File: src/rtl/nor_seq_pkg.sv
package nor_seq_pkg;

  typedef enum logic [1:0] {
    OP_ERASE   = 2'd0,
    OP_PROGRAM = 2'd1,
    OP_PROBE   = 2'd2,
    OP_RSVD    = 2'd3
  } hostOp_e;

  localparam logic [7:0] CODE_ARRAY  = 8'hFF;
  localparam logic [7:0] CODE_ID     = 8'h90;
  localparam logic [7:0] CODE_ESETUP = 8'h20;
  localparam logic [7:0] CODE_ECONF  = 8'hD0;
  localparam logic [7:0] CODE_PSETUP = 8'h40;
  localparam logic [7:0] CODE_STATUS = 8'h70;

  localparam logic [31:0] MASK_READY     = 32'h0080_0080;
  localparam logic [31:0] MASK_ERASE_ERR = 32'h0020_0020;
  localparam logic [31:0] MASK_PGM_ERR   = 32'h0010_0010;
  localparam logic [31:0] ID_MFR         = 32'h0089_0089;
  localparam logic [31:0] ID_DEV_TOP     = 32'h88F3_88F3;
  localparam logic [31:0] ID_DEV_BOT     = 32'h88F4_88F4;

  // place one command byte into both 16-bit halves
  function automatic logic [31:0] dupCode(input logic [7:0] code);
    return {8'h00, code, 8'h00, code};
  endfunction

  typedef enum logic [2:0] {
    WS_ARRAY, WS_ID, WS_ESETUP, WS_ECONF, WS_PSETUP, WS_STATUS, WS_DATA
  } wordSel_e;

  typedef enum logic [1:0] {
    AS_TARGET, AS_ZERO, AS_ONE
  } addrSel_e;

  typedef struct packed {
    logic     req;
    logic     we;
    wordSel_e wsel;
    addrSel_e asel;
    logic     load;
    logic     capResult;
    logic     capMfr;
    logic     incPoll;
    logic     setErr;
  } seqStrobe_t;

endpackage

File: src/rtl/nor_seq_dp.sv
module nor_seq_dp
  import nor_seq_pkg::*;
#(
  parameter int AW         = 20,
  parameter int POLL_LIMIT = 64
) (
  input  logic          clk,
  input  logic          rst,
  input  seqStrobe_t    strb,
  input  logic [1:0]    hostOp,
  input  logic [AW-1:0] hostAddr,
  input  logic [31:0]   hostWdata,
  input  logic [31:0]   busRdata,
  output logic [AW-1:0] busAddr,
  output logic [31:0]   busWdata,
  output hostOp_e       curOp,
  output logic          errNow,
  output logic [31:0]   resultWord,
  output logic          rdReady,
  output logic          rdStatusBad,
  output logic          rdMatch,
  output logic          idGood,
  output logic          pollLast
);

  localparam int PCW = $clog2(POLL_LIMIT + 1);

  hostOp_e       opReg;
  logic [AW-1:0] addrReg;
  logic [31:0]   dataReg;
  logic [31:0]   mfrReg;
  logic [31:0]   resultReg;
  logic          errReg;
  logic [PCW-1:0] pollCnt;

  always_ff @(posedge clk) begin
    if (rst) begin
      opReg     <= OP_ERASE;
      addrReg   <= '0;
      dataReg   <= '0;
      mfrReg    <= '0;
      resultReg <= '0;
      errReg    <= 1'b0;
      pollCnt   <= '0;
    end else if (strb.load) begin
      opReg     <= hostOp_e'(hostOp);
      addrReg   <= hostAddr;
      dataReg   <= hostWdata;
      resultReg <= '0;
      errReg    <= (hostOp_e'(hostOp) == OP_RSVD);
      pollCnt   <= '0;
    end else begin
      if (strb.setErr)    errReg    <= 1'b1;
      if (strb.incPoll)   pollCnt   <= pollCnt + 1'b1;
      if (strb.capResult) resultReg <= busRdata;
      if (strb.capMfr)    mfrReg    <= busRdata;
    end
  end

  // write word and address selection for the flash bus
  always_comb begin
    unique case (strb.wsel)
      WS_ID:     busWdata = dupCode(CODE_ID);
      WS_ESETUP: busWdata = dupCode(CODE_ESETUP);
      WS_ECONF:  busWdata = dupCode(CODE_ECONF);
      WS_PSETUP: busWdata = dupCode(CODE_PSETUP);
      WS_STATUS: busWdata = dupCode(CODE_STATUS);
      WS_DATA:   busWdata = dataReg;
      default:   busWdata = dupCode(CODE_ARRAY);
    endcase
    unique case (strb.asel)
      AS_ZERO: busAddr = '0;
      AS_ONE:  busAddr = AW'(1);
      default: busAddr = addrReg;
    endcase
  end

  assign curOp       = opReg;
  assign errNow      = errReg;
  assign resultWord  = resultReg;
  assign rdReady     = ((busRdata & MASK_READY) == MASK_READY);
  assign rdStatusBad = |(busRdata & ((opReg == OP_ERASE) ? MASK_ERASE_ERR : MASK_PGM_ERR));
  assign rdMatch     = (busRdata == dataReg);
  assign idGood      = (mfrReg == ID_MFR) &&
                       ((busRdata == ID_DEV_TOP) || (busRdata == ID_DEV_BOT));
  assign pollLast    = (pollCnt == PCW'(POLL_LIMIT - 1));

  // the poll counter never reaches the limit itself
  p_poll_bound_r6: assert property (@(posedge clk) disable iff (rst)
    pollCnt < PCW'(POLL_LIMIT));

  // command writes other than the data word repeat the code in both halves
  p_cmd_halves_r2: assert property (@(posedge clk) disable iff (rst)
    (strb.req && strb.we && strb.wsel != WS_DATA) |->
      (busWdata[15:0] == busWdata[31:16] && busWdata[15:8] == 8'h00));

endmodule

File: src/rtl/nor_seq_ctrl.sv
module nor_seq_ctrl
  import nor_seq_pkg::*;
(
  input  logic       clk,
  input  logic       rst,
  input  logic       hostValid,
  input  logic [1:0] hostOp,
  input  logic       busAck,
  input  hostOp_e    curOp,
  input  logic       errNow,
  input  logic       rdReady,
  input  logic       rdStatusBad,
  input  logic       rdMatch,
  input  logic       idGood,
  input  logic       pollLast,
  output seqStrobe_t strb,
  output logic       hostReady,
  output logic       doneValid
);

  typedef enum logic [3:0] {
    S_IDLE, S_SETUP, S_CONFIRM, S_POLL_CMD, S_POLL_RD,
    S_ID_CMD, S_ID_MFR, S_ID_DEV, S_ARRAY, S_BACK, S_DONE
  } seqState_e;

  seqState_e state, nextState;

  always_ff @(posedge clk) begin
    if (rst) state <= S_IDLE;
    else     state <= nextState;
  end

  always_comb begin
    nextState = state;
    strb      = '0;
    strb.wsel = WS_ARRAY;
    strb.asel = AS_TARGET;
    hostReady = 1'b0;
    doneValid = 1'b0;
    unique case (state)
      S_IDLE: begin
        hostReady = 1'b1;
        if (hostValid) begin
          strb.load = 1'b1;
          unique case (hostOp_e'(hostOp))
            OP_RSVD:  nextState = S_DONE;
            OP_PROBE: nextState = S_ID_CMD;
            default:  nextState = S_SETUP;
          endcase
        end
      end
      S_SETUP: begin
        strb.req  = 1'b1;
        strb.we   = 1'b1;
        strb.wsel = (curOp == OP_ERASE) ? WS_ESETUP : WS_PSETUP;
        if (busAck) nextState = S_CONFIRM;
      end
      S_CONFIRM: begin
        strb.req  = 1'b1;
        strb.we   = 1'b1;
        strb.wsel = (curOp == OP_ERASE) ? WS_ECONF : WS_DATA;
        if (busAck) nextState = S_POLL_CMD;
      end
      S_POLL_CMD: begin
        strb.req  = 1'b1;
        strb.we   = 1'b1;
        strb.wsel = WS_STATUS;
        if (busAck) nextState = S_POLL_RD;
      end
      S_POLL_RD: begin
        strb.req = 1'b1;
        if (busAck) begin
          strb.capResult = 1'b1;
          if (rdReady) begin
            strb.setErr = rdStatusBad;
            nextState   = S_ARRAY;
          end else if (pollLast) begin
            strb.setErr = 1'b1;
            nextState   = S_ARRAY;
          end else begin
            strb.incPoll = 1'b1;
            nextState    = S_POLL_CMD;
          end
        end
      end
      S_ID_CMD: begin
        strb.req  = 1'b1;
        strb.we   = 1'b1;
        strb.wsel = WS_ID;
        strb.asel = AS_ZERO;
        if (busAck) nextState = S_ID_MFR;
      end
      S_ID_MFR: begin
        strb.req  = 1'b1;
        strb.asel = AS_ZERO;
        if (busAck) begin
          strb.capMfr = 1'b1;
          nextState   = S_ID_DEV;
        end
      end
      S_ID_DEV: begin
        strb.req  = 1'b1;
        strb.asel = AS_ONE;
        if (busAck) begin
          strb.capResult = 1'b1;
          strb.setErr    = !idGood;
          nextState      = S_ARRAY;
        end
      end
      S_ARRAY: begin
        strb.req  = 1'b1;
        strb.we   = 1'b1;
        strb.wsel = WS_ARRAY;
        strb.asel = (curOp == OP_PROBE) ? AS_ZERO : AS_TARGET;
        if (busAck)
          nextState = (curOp == OP_PROGRAM && !errNow) ? S_BACK : S_DONE;
      end
      S_BACK: begin
        strb.req = 1'b1;
        if (busAck) begin
          strb.capResult = 1'b1;
          strb.setErr    = !rdMatch;
          nextState      = S_DONE;
        end
      end
      S_DONE: begin
        doneValid = 1'b1;
        nextState = S_IDLE;
      end
      default: nextState = S_IDLE;
    endcase
  end

  // completion lasts one cycle and the block is free right after
  p_done_pulse_r13: assert property (@(posedge clk) disable iff (rst)
    doneValid |=> (!doneValid && hostReady));

  // never idle and on the bus at once
  p_idle_quiet_r1: assert property (@(posedge clk) disable iff (rst)
    !(hostReady && strb.req));

  // a not-ready read at the limit leaves the error flag set
  p_timeout_err_r6: assert property (@(posedge clk) disable iff (rst)
    (state == S_POLL_RD && busAck && !rdReady && pollLast) |=> errNow);

  // a reserved opcode goes straight to completion with the error set
  p_rsvd_op_r11: assert property (@(posedge clk) disable iff (rst)
    (hostReady && hostValid && hostOp == 2'd3) |=> (doneValid && errNow));

endmodule

File: src/rtl/nor_cmd_seq.sv
module nor_cmd_seq
  import nor_seq_pkg::*;
#(
  parameter int AW         = 20,
  parameter int POLL_LIMIT = 64
) (
  input  logic          clk,
  input  logic          rst,
  input  logic          hostValid,
  output logic          hostReady,
  input  logic [1:0]    hostOp,
  input  logic [AW-1:0] hostAddr,
  input  logic [31:0]   hostWdata,
  output logic          doneValid,
  output logic          doneErr,
  output logic [31:0]   doneRdata,
  output logic          busReq,
  output logic          busWe,
  output logic [AW-1:0] busAddr,
  output logic [31:0]   busWdata,
  input  logic          busAck,
  input  logic [31:0]   busRdata
);

  seqStrobe_t strb;
  hostOp_e    curOp;
  logic       errNow, rdReady, rdStatusBad, rdMatch, idGood, pollLast;

  nor_seq_ctrl u_ctrl (
    .clk(clk), .rst(rst),
    .hostValid(hostValid), .hostOp(hostOp), .busAck(busAck),
    .curOp(curOp), .errNow(errNow), .rdReady(rdReady),
    .rdStatusBad(rdStatusBad), .rdMatch(rdMatch), .idGood(idGood),
    .pollLast(pollLast), .strb(strb), .hostReady(hostReady),
    .doneValid(doneValid)
  );

  nor_seq_dp #(.AW(AW), .POLL_LIMIT(POLL_LIMIT)) u_dp (
    .clk(clk), .rst(rst), .strb(strb),
    .hostOp(hostOp), .hostAddr(hostAddr), .hostWdata(hostWdata),
    .busRdata(busRdata), .busAddr(busAddr), .busWdata(busWdata),
    .curOp(curOp), .errNow(errNow), .resultWord(doneRdata),
    .rdReady(rdReady), .rdStatusBad(rdStatusBad), .rdMatch(rdMatch),
    .idGood(idGood), .pollLast(pollLast)
  );

  assign busReq  = strb.req;
  assign busWe   = strb.we;
  assign doneErr = errNow;

  // a pending request is held steady until acknowledged
  p_req_hold_r12: assert property (@(posedge clk) disable iff (rst)
    (busReq && !busAck) |=> (busReq && $stable(busWe) &&
                             $stable(busAddr) && $stable(busWdata)));

endmodule

File: config.mk
export PLATFORM = sky130hd
export DESIGN_NAME = nor_cmd_seq
export DESIGN_NICKNAME = d
export VERILOG_FILES = /design/src/rtl/nor_seq_pkg.sv /design/src/rtl/nor_seq_dp.sv /design/src/rtl/nor_seq_ctrl.sv /design/src/rtl/nor_cmd_seq.sv
export SDC_FILE = /design/constraint.sdc
export NUM_CORES = 1
export LEC_CHECK = 0
export CAP_MARGIN = 20
export CORE_UTILIZATION = 35
export CTS_BUF_LIST = sky130_fd_sc_hd__clkbuf_8 sky130_fd_sc_hd__clkbuf_16
export DETAILED_ROUTE_END_ITERATION = 16
export SYNTH_ARGS = -nofsm -noshare
export SYNTH_HDL_FRONTEND = slang
export SYNTH_HIERARCHICAL = 1
export SYNTH_SLANG_ARGS = --single-unit
File: constraint.sdc
create_clock -name clk -period 2.8 [get_ports clk]
set_input_delay 0.28 -clock clk [delete_from_list [all_inputs] [get_ports clk]]
set_output_delay 0.28 -clock clk [all_outputs]
set_load 0.05 [all_outputs]
==> summary.txt <==
Run status
  – Status: complete, no violations

Synthesis
  – Mean area per synthesized cell: around 8.6 um^2
  – Top cells by count, synth: dfxtp_1 (130), nor2_1 (120), mux2i_1 (89)
  – Sequential cell area fraction in the yosys report: 0.422
  – Most used DFF post-synth: dfxtp_1
  – Flops & latches, synth: between 100 and 150
  – Largest area contributor in the netlist: dfxtp_1
  – Async S/R FF share, synth: 0
  – Yosys top cell area share: 0.422
  – Count leader, synth: dfxtp_1
  – EDFF count, synth: 0
  – Post-Syn Nets: slightly above 800
  – YS warnings: 6
  – Post-Syn Instances: 716
  – Largest cells by area after synthesis: dfxtp_1 (42%), mux2i_1 (14%), nor2_1 (7.3%)
  – Distinct cells, synth: 62
  – Cell area after synthesis: approximately 6000 um^2

Setup path
  – Cell Chain, Critical Path: inv_1 -> or3_1 -> a21oi_1 -> buf_4 -> nand2b_1 -> a21oi_1 -> nor2_1 -> buf_12
  – Crit-path max FO: 16
  – Most frequent CP cell: a21oi_1
  – CP Data Arrival Time: about 2400 ps
  – Critical path class: reg2out
  – CP max-delay cell: dfxtp_2
  – Startpoint types: register
  – CP max stage delay: slightly above 400 ps
  – WP data required: roughly 2500 ps
  – Worst setup EP type: output port

GRT
  – Vias in the first global route: ~5400
  – First-pass GRT wire length: just over 30000 um
  – GRT Residual Overflow: 0
  – Gr usage total: 0.226
  – Pin count of the biggest net entering global routing: slightly above 50
  – Initial antenna violation count: 1

STA
  – Final setup fails: 0
  – Final slew viol count: 0
  – RSZ-0062 raised after global routing: false
  – Worst slew pin tran: 541 ps
  – Relative slew slack: 0.639
  – Period utilization: 0.947
  – Total negative setup slack: 0 ps
  – Clock Skew: 6.56 ps
  – Final Critical Period: about 2700 ps
  – Final Hold Fails: 0
  – Max Fclk: between 0.3 and 0.4 GHz
  – Min Hold Slack: about 330 ps

Place
  – DP Wirelength: between 10000 and 15000 um
  – IO buf count: between 150 and 200
  – Area after DPL: between 8000 and 9000 um^2
  – Placer Congestion: 0.850
  – Placed cells: between 1000 and 1500

Floorplanning
  – Placement Rows: 48
  – Io pins: ~180
  – Area of the core: 17200 um^2
  – DIE HEIGHT: between 100 and 150 um
  – Initial core utilization: 0.357
  – Die width: around 130 um
  – Area of the die: 18100 um^2

Finish
  – Area growth syn-to-layout: 50.9%
  – Non-Filler Instances: ~1100
  – Layout cells sized above 1: 0.163
  – Finished Cell Area: 9300 um^2
  – Fin nets: a little under 1000

Run
  – Number of max-cap violations: 0

Detailed routing
  – Residual DRC count: 0
  – Iteration-0 DRC count of the detailed router: around 400
  – Total number of vias: 5679
  – Vias/cell: 4.98
  – Post-DRT Antenna Nets: 0
  – DRT Pass-1 Iters: 5
  – Wire per inst: 17.4 um
  – Routed wire length: roughly 20000 um

Power
  – Power Total: about 9.7 mW
  – VDD IR max: ~1400 uV
  – Pwr Density: roughly 1000 nW/um^2
  – Leak: between 3 and 4 nW

Clocking
  – Post-CTS setup repair buffer count: 0
  – # H-tree levels: 4
  – Clk sinks: 130
  – Clk buf depth: 2
  – CTS tree: yes
  – Root Driver: clkbuf_16
  – Clk pin slew, worst setup/hold paths: 50 ps
  – Clk Latency, worst-skew pair: roughly 420 ps
  – Total CTS buffers: 17

Hold path
  – Hold Crit Class: in2reg
==> layer usage <==
metal | vias up | routed length [um] | global-route usage
met1 | 2648 | 9070 | 0.295
met5 | - | 0 | 0
met2 | 188 | 9050 | 0.357
li1 | 2825 | - | -
met4 | 0 | 328 | 0.0643
met3 | 18 | 1430 | 0.0724
==> logic make-up after synthesis <==
| family | after synthesis | share of synthesized area |
|---|---|---|
| flops | 130 | 0.422 |
| compound gates | 95 | 0.0938 |
| buf+inv | 59 | 0.0410 |
| mux | 90 | 0.146 |
| fa+ha+maj | 2 | 0.00406 |
| simple gates | 302 | 0.238 |
| xor+xnor | 38 | 0.0540 |
==> registers in the layout, summed over array words and instances, names as in the netlist <==
name	cells
u_dp/dataReg	32
u_dp/curOp	2
u_dp/addrReg	20
u_dp/errNow	1
u_ctrl/state	4
u_dp/resultWord	32
u_dp/pollCnt	7
u_dp/mfrReg	32
==> metrics by stage <==
stage	utilization	setup slack, ps
final	0.539	149
after global routing	0.539	5.18
after CTS	0.537	11.5
after detailed placement	0.501	223
after global placement	0.501	247
after floorplan	-	-205
==> what timing repair did <==
item	in CTS	in global routing
resized for setup	1	9
setup endpoints to repair	16	39
hold buffers	0	0
cloned	0	0
==> final timing paths <==
| check | startpoint | end | slack (ps) | depth (start not counted) |
|---|---|---|---|---|
| hold reg to reg | u_dp/mfrReg[7]$_SDFFE_PP0P_ | u_dp/mfrReg[7]$_SDFFE_PP0P_ | 450 | 2 |
| setup / recovery | u_ctrl/state[2]$_SDFFE_PP0P_ | busWdata[22] | 150 | 8 |
| setup reg to reg | u_ctrl/state[3]$_SDFFE_PP0P_ | u_dp/resultWord[4]$_SDFFE_PP0P_ | 570 | 7 |
| hold / removal | rst | u_dp/dataReg[24]$_SDFFE_PP0P_ | 330 | 2 |
==> critical path: cells and delay by family, from the launching register on <==
family                 cells  cell delay (ps)
buffers and inverters      3              520
AND/OR/NAND/NOR            3              740
flip-flops                 1              410
AO/OA/AOI/OAI              2              270
==> cell usage in the layout (no fill, tap or decap), types with 4 or more instances in the layout <==
cell type        instances
dfxtp_1                128
clkdlybuf4s50_1        124
nor2_1                 118
mux2i_1                 89
nand2_1                 75
buf_4                   56
a21oi_1                 49
buf_12                  36
xor2_1                  36
and2_1                  22
clkbuf_16               17
and3_1                  17
nor4_1                  13
inv_1                    8
nor3_1                   8
o21ai_1                  8
o21ai_0                  7
nand4_1                  7
nor4b_1                  6
bufinv_16                4
clkinv_2                 4
a211o_1                  4
nand2b_1                 4
==> cell type report <==
class                           count  area, um^2
Fill cell                        1555        7940
Timing Repair Buffer              218        2400
Inverter                            8        30.0
Multi-Input combinational cell    527        3350
Sequential cell                   130        2610
Antenna cell                        1        2.50
Tap cell                          225         282
Clock buffer                       20         467
Clock inverter                     11         160
==> power breakdown <==
group	switching, mW	internal (mW)
sequential	0.212	2.08
clock	0.803	1.55
combinational	2.90	2.17
Power figures use the tool's default switching activity.
